`config.mk`:
```
export PLATFORM = sky130hd
export DESIGN_NAME = vtg_timing_gen
export DESIGN_NICKNAME = d
export VERILOG_FILES = /design/src/rtl/vtg_pkg.sv /design/src/rtl/vtg_evt_cnt.sv /design/src/rtl/vtg_window.sv /design/src/rtl/vtg_axis.sv /design/src/rtl/vtg_addr.sv /design/src/rtl/vtg_timing_gen.sv
export SDC_FILE = /design/constraint.sdc
export NUM_CORES = 1
export LEC_CHECK = 0
export ABC_CLOCK_PERIOD_IN_PS = 6100
export BUFFER_PORTS_ARGS = -buffer_cell sky130_fd_sc_hd__buf_2
export CAP_MARGIN = 20
export CELL_PAD_IN_SITES_DETAIL_PLACEMENT = 0
export CELL_PAD_IN_SITES_GLOBAL_PLACEMENT = 2
export CORE_UTILIZATION = 40
export DETAILED_ROUTE_END_ITERATION = 8
export GPL_ROUTABILITY_DRIVEN = 0
export PLACE_DENSITY = 0.91
export SLEW_MARGIN = 20
export SYNTH_ARGS = -nofsm -noshare
export SYNTH_HDL_FRONTEND = slang
export SYNTH_HIERARCHICAL = 1
export SYNTH_SLANG_ARGS = --single-unit
export TNS_END_PERCENT = 50
```
`constraint.sdc`:
```
create_clock -name clk -period 6.1 [get_ports clk]
set_clock_uncertainty 0.15 [all_clocks]
set_input_delay 0.305 -clock clk [delete_from_list [all_inputs] [get_ports clk]]
set_output_delay 0.305 -clock clk [all_outputs]
set_load 0.02 [all_outputs]
```
`src/rtl/vtg_pkg.sv`:
```
package vtg_pkg;

    // Level window state: before opening, open, closed
    typedef enum logic [1:0] {
        WIN_BEFORE = 2'd0,
        WIN_INSIDE = 2'd1,
        WIN_AFTER  = 2'd2
    } win_state_e;

    // 640x480 preset set, horizontal in 8-pixel characters
    localparam int unsigned DEF_CHAR_PIX   = 8;
    localparam int unsigned DEF_H_TOTAL    = 99;   // 100 chars = 800 px
    localparam int unsigned DEF_H_VIS_ON   = 0;
    localparam int unsigned DEF_H_VIS_OFF  = 80;   // 640 px
    localparam int unsigned DEF_H_SYNC_ON  = 82;   // 16 px porch
    localparam int unsigned DEF_H_SYNC_OFF = 94;   // 96 px sync
    localparam int unsigned DEF_V_TOTAL    = 524;  // 525 lines
    localparam int unsigned DEF_V_VIS_ON   = 0;
    localparam int unsigned DEF_V_VIS_OFF  = 480;
    localparam int unsigned DEF_V_SYNC_ON  = 490;
    localparam int unsigned DEF_V_SYNC_OFF = 492;

endpackage

```
`src/rtl/vtg_evt_cnt.sv`:
```
module vtg_evt_cnt #(
    parameter int unsigned CW = 8
) (
    input  logic          clk,
    input  logic          rst,
    input  logic          load,
    input  logic          adv,
    input  logic [CW-1:0] preset,
    output logic          fire
);
    logic [CW-1:0] cnt_q;

    // Event: preset of zero at reload, or a step from one into zero
    always_comb begin
        if (load) begin
            fire = (preset == '0);
        end else begin
            fire = adv && (cnt_q == CW'(1));
        end
    end

    always_ff @(posedge clk) begin
        if (load) begin
            cnt_q <= preset;
        end else if (adv && (cnt_q != '0)) begin
            cnt_q <= cnt_q - CW'(1);
        end
    end

    // a counter at zero stays there until reloaded
    a_r3_zero_holds: assert property (@(posedge clk) disable iff (rst)
        (cnt_q == '0 && !load) |=> (cnt_q == '0));

    // one step per advance while nonzero
    a_r3_steps_by_one: assert property (@(posedge clk) disable iff (rst)
        (adv && !load && cnt_q != '0) |=> (cnt_q == $past(cnt_q) - CW'(1)));

endmodule

```
`src/rtl/vtg_window.sv`:
```
module vtg_window
    import vtg_pkg::*;
(
    input  logic clk,
    input  logic rst,
    input  logic load,
    input  logic open_fire,
    input  logic close_fire,
    output logic active
);
    win_state_e state_q;
    win_state_e state_d;
    win_state_e base_s;

    // Next-state process
    always_comb begin
        base_s = load ? WIN_BEFORE : state_q;
        state_d = base_s;
        unique case (base_s)
            WIN_BEFORE: begin
                if (close_fire) begin
                    state_d = WIN_AFTER;
                end else if (open_fire) begin
                    state_d = WIN_INSIDE;
                end
            end
            WIN_INSIDE: begin
                if (close_fire) begin
                    state_d = WIN_AFTER;
                end
            end
            WIN_AFTER: begin
                state_d = WIN_AFTER;
            end
            default: begin
                state_d = WIN_BEFORE;
            end
        endcase
    end

    // State register
    always_ff @(posedge clk) begin
        state_q <= state_d;
    end

    // Output process
    always_comb begin
        active = (state_q == WIN_INSIDE);
    end

    // once closed, the window stays closed until the next reload
    a_r3_closed_sticky: assert property (@(posedge clk) disable iff (rst)
        (state_q == WIN_AFTER && !load) |=> (state_q == WIN_AFTER));

    // an open window does not fall back to the pre-open state without reload
    a_r3_no_reopen: assert property (@(posedge clk) disable iff (rst)
        (state_q == WIN_INSIDE && !load) |=> (state_q != WIN_BEFORE));

endmodule

```
`src/rtl/vtg_axis.sv`:
```
module vtg_axis #(
    parameter int unsigned CW = 8
) (
    input  logic          clk,
    input  logic          rst,
    input  logic          adv,
    input  logic [CW-1:0] total,
    input  logic [CW-1:0] sync_on,
    input  logic [CW-1:0] sync_off,
    input  logic [CW-1:0] vis_on,
    input  logic [CW-1:0] vis_off,
    output logic          sync_lvl,
    output logic          vis_lvl,
    output logic          wrap
);
    localparam int unsigned N_EVT = 4;
    localparam int unsigned N_WIN = N_EVT / 2;

    logic [CW-1:0]    tot_q;
    logic             load;
    logic [CW-1:0]    presets [N_EVT];
    logic [N_EVT-1:0] fires;
    logic [N_WIN-1:0] levels;

    assign wrap = adv && (tot_q == '0);
    assign load = rst || wrap;

    // Span counter: reloads at axis start, counts down per step
    always_ff @(posedge clk) begin
        if (load) begin
            tot_q <= total;
        end else if (adv) begin
            tot_q <= tot_q - CW'(1);
        end
    end

    // Event order: even index opens a window, odd index closes it
    assign presets[0] = sync_on;
    assign presets[1] = sync_off;
    assign presets[2] = vis_on;
    assign presets[3] = vis_off;

    for (genvar e = 0; e < N_EVT; e++) begin : g_evt
        vtg_evt_cnt #(.CW(CW)) evt_i (
            .clk    (clk),
            .rst    (rst),
            .load   (load),
            .adv    (adv),
            .preset (presets[e]),
            .fire   (fires[e])
        );
    end

    for (genvar w = 0; w < N_WIN; w++) begin : g_win
        vtg_window win_i (
            .clk        (clk),
            .rst        (rst),
            .load       (load),
            .open_fire  (fires[2*w]),
            .close_fire (fires[2*w+1]),
            .active     (levels[w])
        );
    end

    assign sync_lvl = levels[0];
    assign vis_lvl  = levels[1];

    // span counter moves only on a step
    a_r5_span_idle: assert property (@(posedge clk) disable iff (rst)
        (!adv) |=> $stable(tot_q));

endmodule

```
`src/rtl/vtg_addr.sv`:
```
module vtg_addr #(
    parameter int unsigned ADDR_W = 19
) (
    input  logic              clk,
    input  logic              rst,
    input  logic              de,
    input  logic              line_wrap,
    input  logic              frame_wrap,
    output logic [ADDR_W-1:0] addr
);
    logic [ADDR_W-1:0] base_q;
    logic [ADDR_W-1:0] offs_q;
    logic [ADDR_W-1:0] offs_end;

    // Offset including the pixel being shown on the wrap edge
    assign offs_end = offs_q + (de ? ADDR_W'(1) : '0);

    always_ff @(posedge clk) begin
        if (rst) begin
            base_q <= '0;
            offs_q <= '0;
        end else if (line_wrap) begin
            base_q <= frame_wrap ? '0 : (base_q + offs_end);
            offs_q <= '0;
        end else if (de) begin
            offs_q <= offs_q + ADDR_W'(1);
        end
    end

    assign addr = base_q + offs_q;

    // consecutive visible pixels in a line take consecutive addresses
    a_r7_addr_steps: assert property (@(posedge clk) disable iff (rst)
        (de && !line_wrap) |=> (addr == $past(addr) + ADDR_W'(1)));

    // a new frame starts its addresses at zero
    a_r7_frame_zero: assert property (@(posedge clk) disable iff (rst)
        (frame_wrap) |=> (addr == '0));

endmodule

```
`src/rtl/vtg_timing_gen.sv`:
```
module vtg_timing_gen #(
    parameter int unsigned CHAR_PIX = vtg_pkg::DEF_CHAR_PIX,
    parameter int unsigned H_CW     = 8,
    parameter int unsigned V_CW     = 10,
    parameter int unsigned ADDR_W   = 19
) (
    input  logic              clk,
    input  logic              rst,
    input  logic [H_CW-1:0]   h_total,
    input  logic [H_CW-1:0]   h_sync_on,
    input  logic [H_CW-1:0]   h_sync_off,
    input  logic [H_CW-1:0]   h_vis_on,
    input  logic [H_CW-1:0]   h_vis_off,
    input  logic [V_CW-1:0]   v_total,
    input  logic [V_CW-1:0]   v_sync_on,
    input  logic [V_CW-1:0]   v_sync_off,
    input  logic [V_CW-1:0]   v_vis_on,
    input  logic [V_CW-1:0]   v_vis_off,
    output logic              hsync,
    output logic              vsync,
    output logic              de,
    output logic [ADDR_W-1:0] pix_addr
);
    logic ctick;
    logic h_vis;
    logic v_vis;
    logic h_wrap;
    logic v_wrap;

    // Character prescaler
    if (CHAR_PIX <= 1) begin : g_no_pre
        assign ctick = 1'b1;
    end else begin : g_pre
        localparam int unsigned PW = $clog2(CHAR_PIX);
        logic [PW-1:0] px_q;
        assign ctick = (px_q == PW'(CHAR_PIX - 1));
        always_ff @(posedge clk) begin
            if (rst || ctick) begin
                px_q <= '0;
            end else begin
                px_q <= px_q + PW'(1);
            end
        end
    end

    vtg_axis #(.CW(H_CW)) h_axis_i (
        .clk      (clk),
        .rst      (rst),
        .adv      (ctick),
        .total    (h_total),
        .sync_on  (h_sync_on),
        .sync_off (h_sync_off),
        .vis_on   (h_vis_on),
        .vis_off  (h_vis_off),
        .sync_lvl (hsync),
        .vis_lvl  (h_vis),
        .wrap     (h_wrap)
    );

    vtg_axis #(.CW(V_CW)) v_axis_i (
        .clk      (clk),
        .rst      (rst),
        .adv      (h_wrap),
        .total    (v_total),
        .sync_on  (v_sync_on),
        .sync_off (v_sync_off),
        .vis_on   (v_vis_on),
        .vis_off  (v_vis_off),
        .sync_lvl (vsync),
        .vis_lvl  (v_vis),
        .wrap     (v_wrap)
    );

    assign de = h_vis && v_vis;

    vtg_addr #(.ADDR_W(ADDR_W)) addr_i (
        .clk        (clk),
        .rst        (rst),
        .de         (de),
        .line_wrap  (h_wrap),
        .frame_wrap (v_wrap),
        .addr       (pix_addr)
    );

    // horizontal levels change only on a character step
    a_r2_char_bound: assert property (@(posedge clk) disable iff (rst)
        (!ctick) |=> ($stable(hsync) && $stable(h_vis)));

    // vertical levels change only where a line begins
    a_r5_line_bound: assert property (@(posedge clk) disable iff (rst)
        (!h_wrap) |=> ($stable(vsync) && $stable(v_vis)));

    // a frame start is always also a line start
    a_r5_frame_on_line: assert property (@(posedge clk) disable iff (rst)
        v_wrap |-> h_wrap);

endmodule

```
==> results of run 1 <==
area by class of cell:
class	count	area share [%]
clock buffers	19	4.183
clock inverters	13	2.091
inverters	48	1.702
multi-input cells	761	48.25
flip-flops and latches	139	34.79
well taps	285	3.368
repair buffers	117	5.624
registers in the layout (all words and copies together), names as in the netlist:
name	cells
h_axis_i/g_win.win_i/state_q	4
g_pre.px_q	3
h_axis_i/tot_q	8
addr_i/offs_q	19
h_axis_i/g_evt.evt_i/cnt_q	32
v_axis_i/g_evt.evt_i/cnt_q	40
addr_i/base_q	19
v_axis_i/g_win.win_i/state_q	4
v_axis_i/tot_q	10
cell usage in the layout, fill, tap and decap left out, types with 41 or more instances in the layout:
master,n
dfxtp_1,49
o21ai_0,69
buf_2,113
nand2_1,92
inv_1,41
xnor2_1,49
nor2_1,79
edfxtp_1,90
nand3_1,42
a21oi_1,50
power by group:
group / switching (W) / leakage [nW] / total (W) / internal [W]
Sequential: 0.0000592 / 1.28 / 0.00113 / 0.00107
Combinational: 0.000125 / 2.46 / 0.000227 / 0.000102
Clock: 0.000407 / 0.320 / 0.00118 / 0.000774
metrics by stage:
step	cells	power [W]	hold WS [ns]
finish	1382	0.002537	0.02263
global placement	1350	0.001371	0.2583
global route	1382	0.002639	0.007457
floorplan	985	0.001289	0.2308
CTS	1382	0.002561	0.002208
detailed placement	1350	0.001375	0.2732
critical path, delay by kind of cell, from the launching register on:
family	cells	cell delay, ns
fa+ha+maj	2	0.59
simple gates	4	1.18
compound gates	2	0.42
flops	1	0.33
buf+inv	3	0.76
per-layer routing:
metal  wire [um]  track usage [%]  up-vias
met4         318            5.333        0
met5           0                0        -
met1       10860            26.31     3579
met2        9395            28.53      137
li1            -                -     3857
met3         814            3.636       27
worst paths after layout:
kind,startpoint,end,depth (start not counted)
setup / recovery,g_pre.px_q[0],v_axis_i/g_evt[2].evt_i/cnt_q[6],11
setup reg to reg,g_pre.px_q[0],v_axis_i/g_evt[2].evt_i/cnt_q[6],11
hold / removal,h_sync_on[3],h_axis_i/g_evt[0].evt_i/cnt_q[3],2
hold reg to reg,g_pre.px_q[0],g_pre.px_q[0],1
logic make-up (layout without fill, tap and decap cells):
family                     count (synthesis)  in the layout  synth area share (%)
adders and majority gates                 43             43                 6.093
and+or+nand+nor                          397            397                 24.02
buffers and inverters                     85            197                 4.461
muxes                                      7              7                0.8704
xor gates and xnor gates                  75             75                 7.140
AOI/OAI and AO/OA                        239            239                 17.38
DFF                                      139            139                 40.04
==> results by stage, run 1 <==
Synthesis:
- The share of synthesized area in the top cell type comes to 29.38%.
- The most frequent cell after synthesis is nand2_1.
- The number of nets in the synthesized netlist is 1,120.
- The number of warning messages in the yosys log is 6.
- By area the synthesized netlist is led by edfxtp_1 29%, dfxtp_1 11%, ha_1 5.4%.
- Summing the sequential cell areas from Yosys gives 40.04% of the chip area.
- The synthesized design contains 139 register bits.
- For this run, the leading register cell type out of synthesis is edfxtp_1.
- The largest total area in the synthesized netlist belongs to edfxtp_1.
- Each instance of the synthesized netlist takes up on average 9.340 um^2.
- The number of synthesized flops with an enable pin is 90.
- The number of distinct library cells after synthesis is 77.
- The fraction of synthesis flops using an asynchronous set or reset pin is 0%.
- In the synthesized netlist, the cells that appear most often are 92 x nand2_1, 90 x edfxtp_1, 80 x nor2_1.
- The synthesized netlist occupies a cell area of 9200 um^2.
- Counting every instance in the synthesized netlist gives 985.

Critical path:
- The critical path data arrival time is 3.73 ns.
- The maximum single-stage delay on the critical path is 0.46 ns.
- The slowest stage of the critical path belongs to the cell and3_2.
- The signal on the critical path passes through ha_1 -> ha_1 -> nor2b_1 -> and3_2 -> and3b_1 -> a31oi_4 -> clkinv_1 -> buf_4 -> clkinv_1 -> o211ai_1 -> nand3_1.
- The minimum setup slack among reg-to-reg paths is 2.39 ns.
- The worst setup path is captured at a register.
- The classification of the worst setup path is reg -> reg.
- STA puts the critical path data required time at 6.12 ns.
- The startpoint type of the worst setup path is a register.
- The top fanout value on the critical path is 33.

Routing:
- The total number of vias is 7,600.
- The detailed router finished its first iteration with 477 violations.
- The total DRC errors in the routed layout is 0.
- The per-cell routed wire length is 15.47 um.
- Using the TritonRoute via totals, the vias-per-cell ratio works out to 5.499.
- Once detail routing completed, the nets flagged for antenna violations numbered 0.
- Summed over all layers, the routed wires come to 21,380 um.
- The number of detailed-routing iterations run before antenna repair is 5.

Placement:
- The HPWL after detailed placement is 15,610 um.
- The standard cell area after detailed placement is 9925 um^2.
- Input and output buffers added on the ports amount to 113.
- The placement-stage worst setup slack is 2.301 ns.

STA:
- The number of failing hold endpoints at the final stage was 0.
- Headroom to the max-slew limit came out at 38.02%.
- The final worst-path setup slack is 2.391 ns.
- Setup repair after global routing left no endpoint under its margin.
- The final number of max-transition violations came to 0.
- The maximum clock frequency is 269.6 MHz.
- The final cycle utilization of the critical path is 60.81%.
- The transition time at the pin with the least slew margin is 0.9287 ns.
- The post-route setup TNS is 0 ns.
- The total setup violations reported at the end of the flow is 0.
- For the finished layout, the period the worst path requires is 3.709 ns.

Layout:
- In the final layout, the share of cells above drive strength 1 is 17.87%.
- Cells fill 46.91% of the core in the end.
- The footprint of the multi-input gates is 5109 um^2.
- The final cell area excluding filler cells is 10,590 um^2.
- The filler cells instantiated in the layout total 2,212.
- The flip-flop and latch area is 3684 um^2.
- The count of nets after finishing is 1,219.
- The antenna cell count is 0.
- The synthesis-to-finish area growth is 15.10%.

Floorplanning:
- The horizontal extent of the die is 153.7 um.
- The initial core utilization is 40.76%.
- The die covers 23,610 um^2.
- Measured along the y axis, the die boundary spans 153.7 um.
- For this design the top-level I/O count stands at 114.
- The number of placement rows is 55.
- The area of the placeable core is 22,570 um^2.

Clocking:
- The number of clock sinks is 139.
- For this design, the CTS-stage hold fixing added 0 buffers.
- The H-tree depth is 4.
- The clock tree from TritonCTS is built.
- The number of buffers inserted by post-CTS setup repair is 0.
- No sink is reached through more buffers than the 2 on the longest clock path.
- TritonCTS created 17 clock buffers.
- The number of gates resized after cts is 0.
- The register clock-pin slew on the reported worst setup and hold paths is 0.06 ns.
- The master cell of the clock root buffer is clkbuf_16.
- Clock latency on the worst-skew pair, taken at its later pin, is 0.42 ns.

Power and ir drop:
- In this run the power density over the cells is 239.6 nW/um^2.
- The maximum resistive drop on vdd is 0.1582 mV.
- The reported leakage power is 4.062 nW.

GRT:
- The number of antenna violations at the first check in global routing is 0.
- For this run, the total global-route usage over all layers was measured as 18.54%.
- For this run the aggregate overflow at the end of global routing stands at 0.
- The first-pass GRT wire length is 35,690 um.
- The pin count of the biggest net entering global routing is 36.
- The via count of the first global-routing pass is 7,198.

Status:
- The run finished with clean final reports.

Hold path:
- The worst hold path belongs to the class in -> reg.

Flow run:
- The max-capacitance violation count is 0.
No activity file was read; power rests on OpenSTA's default activity.
==> run 2: changes to the inputs <==
--- a/config.mk
+++ b/config.mk
@@ -5,15 +5,16 @@
 export SDC_FILE = /design/constraint.sdc
 export NUM_CORES = 1
 export LEC_CHECK = 0
-export ABC_CLOCK_PERIOD_IN_PS = 6100
+export ABC_AREA = 1
+export ABC_CLOCK_PERIOD_IN_PS = 3000
 export BUFFER_PORTS_ARGS = -buffer_cell sky130_fd_sc_hd__buf_2
 export CAP_MARGIN = 20
 export CELL_PAD_IN_SITES_DETAIL_PLACEMENT = 0
 export CELL_PAD_IN_SITES_GLOBAL_PLACEMENT = 2
-export CORE_UTILIZATION = 40
+export CORE_UTILIZATION = 30
 export DETAILED_ROUTE_END_ITERATION = 8
 export GPL_ROUTABILITY_DRIVEN = 0
-export PLACE_DENSITY = 0.91
+export PLACE_DENSITY = 0.81
 export SLEW_MARGIN = 20
 export SYNTH_ARGS = -nofsm -noshare
 export SYNTH_HDL_FRONTEND = slang
==> constraint.sdc (replaced) <==
create_clock -name clk -period 3 [get_ports clk]
set_clock_uncertainty 0.15 [all_clocks]
set_input_delay 0.15 -clock clk [delete_from_list [all_inputs] [get_ports clk]]
set_output_delay 0.15 -clock clk [all_outputs]
set_load 0.02 [all_outputs]
==> run 2 against run 1 <==
Compared with the run above: sequential power grew 100%; clock power up 96%; cell count increased by 51%; non-clock buffer count grew 104; via count increased by 24%; highest routed layer unchanged.
==> results by stage, run 2 <==
Status:
- The run finished with clean final reports.

Routing:
- The total number of vias is 9,450 (+24%).
- The initial detailed-routing violation count is 539 (+13%).
- The detailed-route vias per instance is 4.524 (-18%).
- The total DRC errors in the routed layout is 0 (unchanged).
- The number of detailed-routing iterations run before antenna repair is 5 (unchanged).
- The per-cell routed wire length was 13.02 um (-16%).
- The sum of routed wire length over all layers is 27,200 um (+27%).
- The number of antenna-violating nets in the routed design is 0 (unchanged).

Synthesis:
- The number of distinct library cells after synthesis is 42 (-45%).
- By count the netlist is led by 473 x nand2_1, 163 x inv_1, 147 x nor2_1.
- The number of synthesized flops with an enable pin came to 90 (unchanged).
- The per-instance average area after synthesis came to 7.001 um^2 (-25%).
- The number of warning messages in the yosys log is 6 (unchanged).
- The number of flip-flops and latches in the synthesized netlist is 139 (unchanged).
- Among all flip-flop cells after synthesis, the most frequent one is edfxtp_1.
- The fraction of synthesized cell area taken by the top area cell type is 27.34% (-2.0 points).
- The largest area contributor in the synthesized netlist is edfxtp_1.
- Yosys attributes the largest share of cell area to edfxtp_1 27%, nand2_1 18%, dfxtp_1 9.9%.
- The fraction of synthesis flops using an asynchronous set or reset pin is 0% (unchanged).
- The share of the yosys chip area belonging to registers came to 37.26% (-2.8 points).
- The instance count of the mapped netlist was 1,412 (+43%).
- The most frequent cell after synthesis is nand2_1.
- The synthesized area is 9886 um^2 (+7.5%).
- The post-synthesis net count is 1,547 (+38%).

Floorplanning:
- The horizontal extent of the die was 183.5 um (+19%).
- The area of the die is 33,680 um^2 (+43%).
- The number of ports placed on the die boundary is 114 (unchanged).
- The area of the placeable core is 32,450 um^2 (+44%).
- The die boundary height was 183.5 um (+19%).
- The number of placement rows is 66 (+20%).
- The initial core utilization is 30.46% (-10 points).

Power and ir drop:
- The overall power after layout is 0.005250 W (+110%).
- The sequential share of power came to 43.1% (-1.4 points).
- The power share of the clock group is 44.1% (-2.5 points).
- The areal power density over the cells is 416.9 nW/um^2 (+74%).
- The fraction of power spent switching nets came to 25.24% (+1.9 points).
- The switching power total is 0.001325 W (+120%).
- The maximum resistive drop on vdd is 0.3605 mV (+130%).
- The reported leakage power was 5.916 nW (+46%).
- The design internal power was 0.003925 W (+100%).
- The part of the power in combinational logic is 12.8% (+3.8 points).

Layout:
- Leaving out fill and tap cells, the most frequent cells in the layout are 473 x nand2_1, 163 x inv_1, 145 x nor2_1, 113 x buf_2, 91 x dlygate4sd3_1.
- The antenna cell count is 0 (unchanged).
- In the final layout, the registers with the most flip-flops are v_axis_i/g_evt.evt_i/cnt_q: 40 flops, h_axis_i/g_evt.evt_i/cnt_q: 32 flops.
- The count of nets after finishing is 1,769 (+45%).
- The synthesis-to-finish area growth is 27.39%.
- The flip-flop count of the largest register, all copies and words added was 40 (unchanged).
- The leading cell type in the layout, fill and taps excluded is nand2_1.
- The fraction of final layout cells sized beyond drive strength 1 is 15.48% (-2.4 points).
- Counting flops per register, the top entry is v_axis_i/g_evt.evt_i/cnt_q.

Clocking:
- The H-tree depth is 4 (unchanged).
- The clock tree from TritonCTS is built.
- The master cell of the clock root buffer is clkbuf_16.
- The total clock buffers created by CTS is 17 (unchanged).
- The number of clock sinks is 139 (unchanged).
- The clock tree buffer depth is 2 (unchanged).
- The register clock-pin slew on the reported worst setup and hold paths is 0.06 ns (about the same).
- The insertion delay of the later-clocked pin in the worst-skew pair was 0.42 ns (about the same).

STA:
- The transition time at the pin with the least slew margin was 0.6480 ns (-0.2807 ns).
- The total setup violations reported at the end of the flow came to 0 (unchanged).
- The headroom to the max-slew limit is 56.76% (+19 points).
- The final number of max-transition violations was 0 (unchanged).
- Counting I/O delays and the setup requirement, the final critical path takes 2.766 ns.
- The maximum clock frequency is 361.5 MHz.
- The post-route setup TNS was 0 ns (unchanged).
- After layout, the worst path uses 92.21% of the clock period.
- The number of failing hold endpoints at the final stage is 0 (unchanged).
- Setup repair after global routing left no endpoint under its margin.

Critical path:
- The startpoint type of the worst setup path is a register.
- The critical path data arrival time is 2.47 ns (-1.26 ns).
- The worst path required time is 2.70 ns (-3.42 ns).
- The sum of buffers and inverters on the critical path was 2 (-1).
- The top fanout value on the critical path is 7 (-79%).
- The setup path with the least slack is of type reg -> out.
- The family with the most delay on the worst path is flip-flops.
- STA classifies the critical path endpoint as an output port.
- The maximum single-stage delay on the critical path came to 0.48 ns (+0.02 ns).
- The minimum setup slack among reg-to-reg paths came to 0.34 ns (-2.05 ns).
- Among all stages on the critical path, the largest delay is contributed by dfxtp_1.
- The signal on the critical path passes through ha_1 -> nand2_1 -> inv_1 -> a21oi_1 -> nand2_1 -> nor2_1 -> xor2_1 -> buf_2.
- The cell that appears most often on the critical path is nand2_1.

Placement:
- The count of buffers inserted at the top-level ports is 113 (unchanged).
- The HPWL after detailed placement is 20,400 um (+31%).

GRT:
- The pin count of the biggest net entering global routing is 40 (+11%).
- The first-pass GRT wire length is 44,440 um (+25%).
- The global router's overall resource usage was 16.52% (-2.0 points).
- The number of antenna violations at the first check in global routing was 0 (unchanged).
- The residual overflow from global routing is 0 (unchanged).
- The via count of the first global-routing pass is 9,170 (+27%).

Hold path:
- The worst hold path belongs to the class reg -> reg.

Flow run:
- The max-capacitance violation count is 0 (unchanged).
run 2: changes by cell type in the layout (fill, tap and decap cells not counted), moves of 25 or more:
cell,previous run,this run
o21ai_1,3,28
nand3_1,42,86
nor2_2,1,29
nand2_1,92,473
or4_1,32,0
dlygate4sd3_1,0,91
nor2_1,79,145
xnor2_1,49,4
inv_1,41,163
a21o_1,27,0
run 2: layout make-up:
cell class / count / area [um^2]
multi-input cells: 1068 / 5396
fillers: 3396 / 19860
clock buffers: 18 / 429.2
well taps: 442 / 553.0
clock inverters: 14 / 201.4
repair buffers: 221 / 1617
flip-flops and latches: 139 / 3685
inverters: 187 / 711.9
run 2: timing repair:
| action | CTS | global route |
|---|---|---|
| endpoints found under the hold margin | 95 | 0 |
| hold buffers | 91 | 0 |
| gates resized for setup | 1 | 3 |
| setup buffers | 0 | 3 |
| endpoints found under the setup margin | 1 | 35 |
| pin swaps | 0 | 1 |
run 2: metrics by stage:
stage | hold slack [ns] | instances | instance area (um^2) | setup slack, ns | utilization [%]
after floorplan | 0.1111 | 1412 | 9886 | 0.2070 | -
after global placement | 0.2579 | 1963 | 11010 | 0.1103 | 33.93
after detailed placement | 0.2657 | 1963 | 11010 | -0.01449 | 33.93
after CTS | 0.2744 | 2086 | 12550 | 0.1109 | 38.68
after global routing | 0.2985 | 2089 | 12590 | 0.02401 | 38.80
final | 0.2704 | 2089 | 12590 | 0.2338 | 38.80
run 2: kinds of logic (layout without fill, tap and decap cells):
| family | count (synthesis) | count (layout) | share of synthesized area (%) |
|---|---|---|---|
| and+or+nand+nor | 842 | 842 | 37.70 |
| DFF | 139 | 139 | 37.26 |
| AOI/OAI and AO/OA | 159 | 159 | 8.885 |
| buffers and inverters | 205 | 440 | 8.353 |
| adders and majority gates | 43 | 43 | 5.670 |
| xor gates and xnor gates | 24 | 24 | 2.126 |
run 2: worst paths after layout:
path	start	to	cells after the start
worst max-delay path	addr_i/offs_q[7]	pix_addr[9]	8
worst min-delay path	g_pre.px_q[0]	g_pre.px_q[0]	1
worst max register to register	h_axis_i/tot_q[0]	v_axis_i/g_win[0].win_i/state_q[0]	15
worst min register to register	g_pre.px_q[0]	g_pre.px_q[0]	1
run 2: power groups by stage:
| stage | logic [W] | clock network, W | registers, W |
|---|---|---|---|
| 2_1_floorplan | 0.000401 | 0 | 0.00228 |
| 3_3_place_gp | 0.000580 | 0 | 0.00230 |
| 3_5_place_dp | 0.000581 | 0 | 0.00231 |
| 4_1_cts | 0.000676 | 0.00240 | 0.00226 |
| 5_1_grt | 0.000773 | 0.00247 | 0.00228 |
| 6_report | 0.000672 | 0.00231 | 0.00226 |
run 2: metal layers:
| layer | track usage [%] | vias to the layer above | part of all wire [%] |
|---|---|---|---|
| met2 | 27.86 | 157 | 46 |
| met3 | 2.437 | 21 | 2.9 |
| met4 | 4.667 | 0 | 1.3 |
| met5 | 0 | - | 0 |
| li1 | - | 5029 | - |
| met1 | 21.82 | 4243 | 50 |
run 2: worst register-to-register path: cells and delay by family, from the launching register on:
family,cells,cell delay (ns)
and+or+nand+nor,10,1.38
buffers and inverters,4,0.37
DFF,1,0.35
adders and majority gates,1,0.29
==> run 3: changes to the inputs <==
--- a/config.mk
+++ b/config.mk
@@ -5,16 +5,17 @@
 export SDC_FILE = /design/constraint.sdc
 export NUM_CORES = 1
 export LEC_CHECK = 0
-export ABC_AREA = 1
 export ABC_CLOCK_PERIOD_IN_PS = 3000
 export BUFFER_PORTS_ARGS = -buffer_cell sky130_fd_sc_hd__buf_2
 export CAP_MARGIN = 20
 export CELL_PAD_IN_SITES_DETAIL_PLACEMENT = 0
 export CELL_PAD_IN_SITES_GLOBAL_PLACEMENT = 2
-export CORE_UTILIZATION = 30
+export CORE_ASPECT_RATIO = 1.2
+export CORE_UTILIZATION = 33
 export DETAILED_ROUTE_END_ITERATION = 8
 export GPL_ROUTABILITY_DRIVEN = 0
-export PLACE_DENSITY = 0.81
+export PLACE_DENSITY = 0.8
+export REMOVE_ABC_BUFFERS = 1
 export SLEW_MARGIN = 20
 export SYNTH_ARGS = -nofsm -noshare
 export SYNTH_HDL_FRONTEND = slang
==> run 3 against run 2 <==
Compared with the run above: register-to-register slack worse by 0.17 ns; wire length down 13%; highest routed layer unchanged; first-iteration DRC count down 36%; sequential power about the same; count of clock-buffer cells in the layout up 8; combinational power down 14%.
==> results by stage, run 3 (synthesis gave the netlist of run 1 again) <==
Layout:
- The leading cell type in the layout, fill and taps excluded is buf_2.
- Relative to the synthesized area, the layout overhead comes to 28.41%.
- In the layout the commonest cells are 112 x buf_2, 91 x nand2_1, 90 x edfxtp_1, 89 x dlygate4sd3_1, 79 x nor2_1.
- The final cell area excluding filler cells came to 11,810 um^2 (-6.2%).
- The antenna cell count came to 0 (unchanged).
- The register with the most flip-flops in the final layout is v_axis_i/g_evt.evt_i/cnt_q.
- The fraction of final layout cells sized beyond drive strength 1 was 20.61% (+5.1 points).
- The count of nets after finishing is 1,340 (-24%).
- The flip-flop count of the largest register, all copies and words added came to 40 (unchanged).
- The largest registers in the layout are v_axis_i/g_evt.evt_i/cnt_q: 40 flops, h_axis_i/g_evt.evt_i/cnt_q: 32 flops.

Clocking:
- The register clock-pin slew on the reported worst setup and hold paths is 0.06 ns (about the same).
- The clock tree from TritonCTS is built.
- The clock tree buffer depth is 2 (unchanged).
- The H-tree depth is 4 (unchanged).
- The number of clock sinks is 139 (unchanged).
- The total clock buffers created by CTS is 17 (unchanged).
- The insertion delay of the later-clocked pin in the worst-skew pair came to 0.42 ns (about the same).
- The master cell of the clock root buffer is clkbuf_16.

Routing:
- The per-cell routed wire length was 15.13 um (+16%).
- The total number of vias is 8,063 (-15%).
- The total DRC errors in the routed layout came to 0 (unchanged).
- The initial detailed-routing violation count is 346 (-36%).
- The detailed-route vias per instance was 5.175 (+14%).
- The sum of routed wire length over all layers is 23,570 um (-13%).
- The number of detailed-routing iterations run before antenna repair is 4 (-1).
- The number of antenna-violating nets in the routed design was 0 (unchanged).

Flow run:
- The max-capacitance violation count is 0 (unchanged).

Power and ir drop:
- The areal power density over the cells was 419.7 nW/um^2 (+0.68%).
- The reported leakage power is 4.570 nW (-23%).
- The maximum resistive drop on vdd is 0.2752 mV (-24%).

GRT:
- The number of antenna violations at the first check in global routing is 0 (unchanged).
- The met2 demand-to-capacity share in global routing came to 30.52% (+2.7 points).
- The global router's overall resource usage is 17.15% (+0.62 points).
- The most utilized layer in the global route result is met2.
- The global-route met1 utilization is 21.01% (-0.81 points).
- The first-pass GRT wire length is 39,120 um (-12%).
- The residual overflow from global routing is 0 (unchanged).
- The via count of the first global-routing pass is 7,901 (-14%).
- The met3 track demand over resource is 2.831% (+0.39 points).
- The pin count of the biggest net entering global routing is 22 (-45%).

Floorplanning:
- The area of the die was 28,550 um^2 (-15%).
- The die boundary height is 184.9 um (+0.75%).
- The number of ports placed on the die boundary is 114 (unchanged).
- The area of the placeable core is 27,250 um^2 (-16%).
- The horizontal extent of the die is 154.4 um (-16%).
- The initial core utilization was 33.76% (+3.3 points).
- The number of placement rows came to 66 (unchanged).

STA:
- The number of failing hold endpoints at the final stage was 0 (unchanged).
- The maximum clock frequency came to 352.2 MHz (-2.6%).
- The worst-case hold slack is 0.03241 ns (-0.2380 ns).
- Setup repair after global routing could not meet its margin everywhere.
- The final cycle utilization of the critical path is 94.66% (+2.4 points).
- The final number of max-transition violations came to 0 (unchanged).
- The transition time at the pin with the least slew margin came to 0.5580 ns (-0.08999 ns).
- The final worst-path setup slack was 0.1603 ns (-0.07348 ns).
- The headroom to the max-slew limit was 62.72% (+6.0 points).
- The clock period minus worst slack is 2.840 ns (+0.07347 ns).
- The total setup violations reported at the end of the flow is 0 (unchanged).

Critical path:
- The depth of the most critical reg-to-reg path is 9 (-6).
- The startpoint type of the worst setup path is a register.
- The launching point of the worst reg2reg path is h_axis_i/tot_q[0].
- The classification of the worst setup path is reg -> out.
- The worst setup path is captured at an output port.
- The endpoint identified for the worst register-to-register timing path is v_axis_i/g_evt[1].evt_i/cnt_q[5].
- The minimum setup slack among reg-to-reg paths is 0.17 ns (-0.17 ns).
- The critical path data arrival time was 2.54 ns (+0.07 ns).
- The worst path required time came to 2.70 ns (about the same).
- The top fanout value on the critical path is 9 (+2).

Placement:
- The placement-stage worst setup slack came to 0.07310 ns (+0.08759 ns).
- The count of buffers inserted at the top-level ports came to 113 (unchanged).
- The HPWL after detailed placement is 17,460 um (-14%).
- The standard cell area after detailed placement is 10,250 um^2 (-6.9%).

Hold path:
- The count of cells along the worst hold path is 3 (+2).
- The path with the worst hold slack has its endpoint at h_axis_i/g_evt[3].evt_i/cnt_q[6].
- The hold path startpoint is h_vis_off[6].
- The path class of the tightest hold or removal check is in -> reg.

Status:
- The flow ran to the end, and the final reports show no timing, DRC or antenna violations.
## run 3: cell count changes in the layout (fill, tap and decap cells not counted), sizes merged, moves of 27 or more
cell | previous run | this run
a21o | 0 | 28
inv | 182 | 45
nand2 | 489 | 93
nand3 | 89 | 42
nor2 | 188 | 80
nor2b | 0 | 27
or4 | 0 | 37
xnor2 | 4 | 49
## run 3: layout make-up
type | count | area [um^2]
clock buffers | 26 | 520.5
clock inverters | 6 | 58.81
fillers | 2754 | 15440
inverters | 48 | 180.2
multi-input cells | 761 | 5189
flip-flops and latches | 139 | 3686
well taps | 340 | 425.4
repair buffers | 238 | 1754
## run 3: critical path, stage by stage (launching register included)
cell and delay, ns:
dfxtp_1 0.35, ha_2 0.47, nand2_1 0.08, o21ai_1 0.25, a31o_2 0.22, a21oi_4 0.09, o21ai_0 0.22, xor2_1 0.23
buf_2 0.20
## run 3: what timing repair did
action / CTS / global route
gates resized for setup: 7 / 23
hold endpoints to repair: 89 / 0
hold buffers: 89 / 0
setup endpoints to repair: 5 / 46
pin swaps: 0 / 3
setup buffers: 0 / 1
## run 3: through the flow
stage                     utilization [%]  std cells  setup TNS, ns  total power (W)
after global placement              37.61       1436              0         0.002816
after CTS                           43.07       1557              0         0.005021
final                               43.35       1558              0         0.004958
after floorplan                         -        948         -64.00         0.002606
after detailed placement            37.61       1436              0         0.002824
after global routing                43.35       1558        -0.1698         0.005189
## run 3: worst max path at each step
stage                                        from                                 end  slack (ns)  cells past startpoint
2_1_floorplan                       g_pre.px_q[0]    v_axis_i/g_evt[0].evt_i/cnt_q[5]       -0.92                     10
3_3_place_gp   v_axis_i/g_win[1].win_i/state_q[0]                   addr_i/base_q[18]        0.09                     12
3_5_place_dp   v_axis_i/g_win[1].win_i/state_q[0]                   addr_i/base_q[18]        0.07                     12
4_1_cts                          addr_i/offs_q[3]                        pix_addr[14]        0.03                      8
5_1_grt                         h_axis_i/tot_q[0]  v_axis_i/g_win[0].win_i/state_q[1]       -0.04                     13
6_report                         addr_i/offs_q[4]                        pix_addr[14]        0.16                      8
## run 3: metal layers
metal | routed length [um] | share of wire (%)
met5 | 0 | 0
met2 | 11840 | 50
met3 | 767 | 3.3
met1 | 10530 | 45
met4 | 434 | 1.8
## run 3: where the power goes
| part | leakage, nW | switching [W] | internal, W |
|---|---|---|---|
| combinational | 3.01 | 0.000276 | 0.000301 |
| sequential | 1.28 | 0.000120 | 0.00217 |
| clock | 0.286 | 0.000812 | 0.00128 |
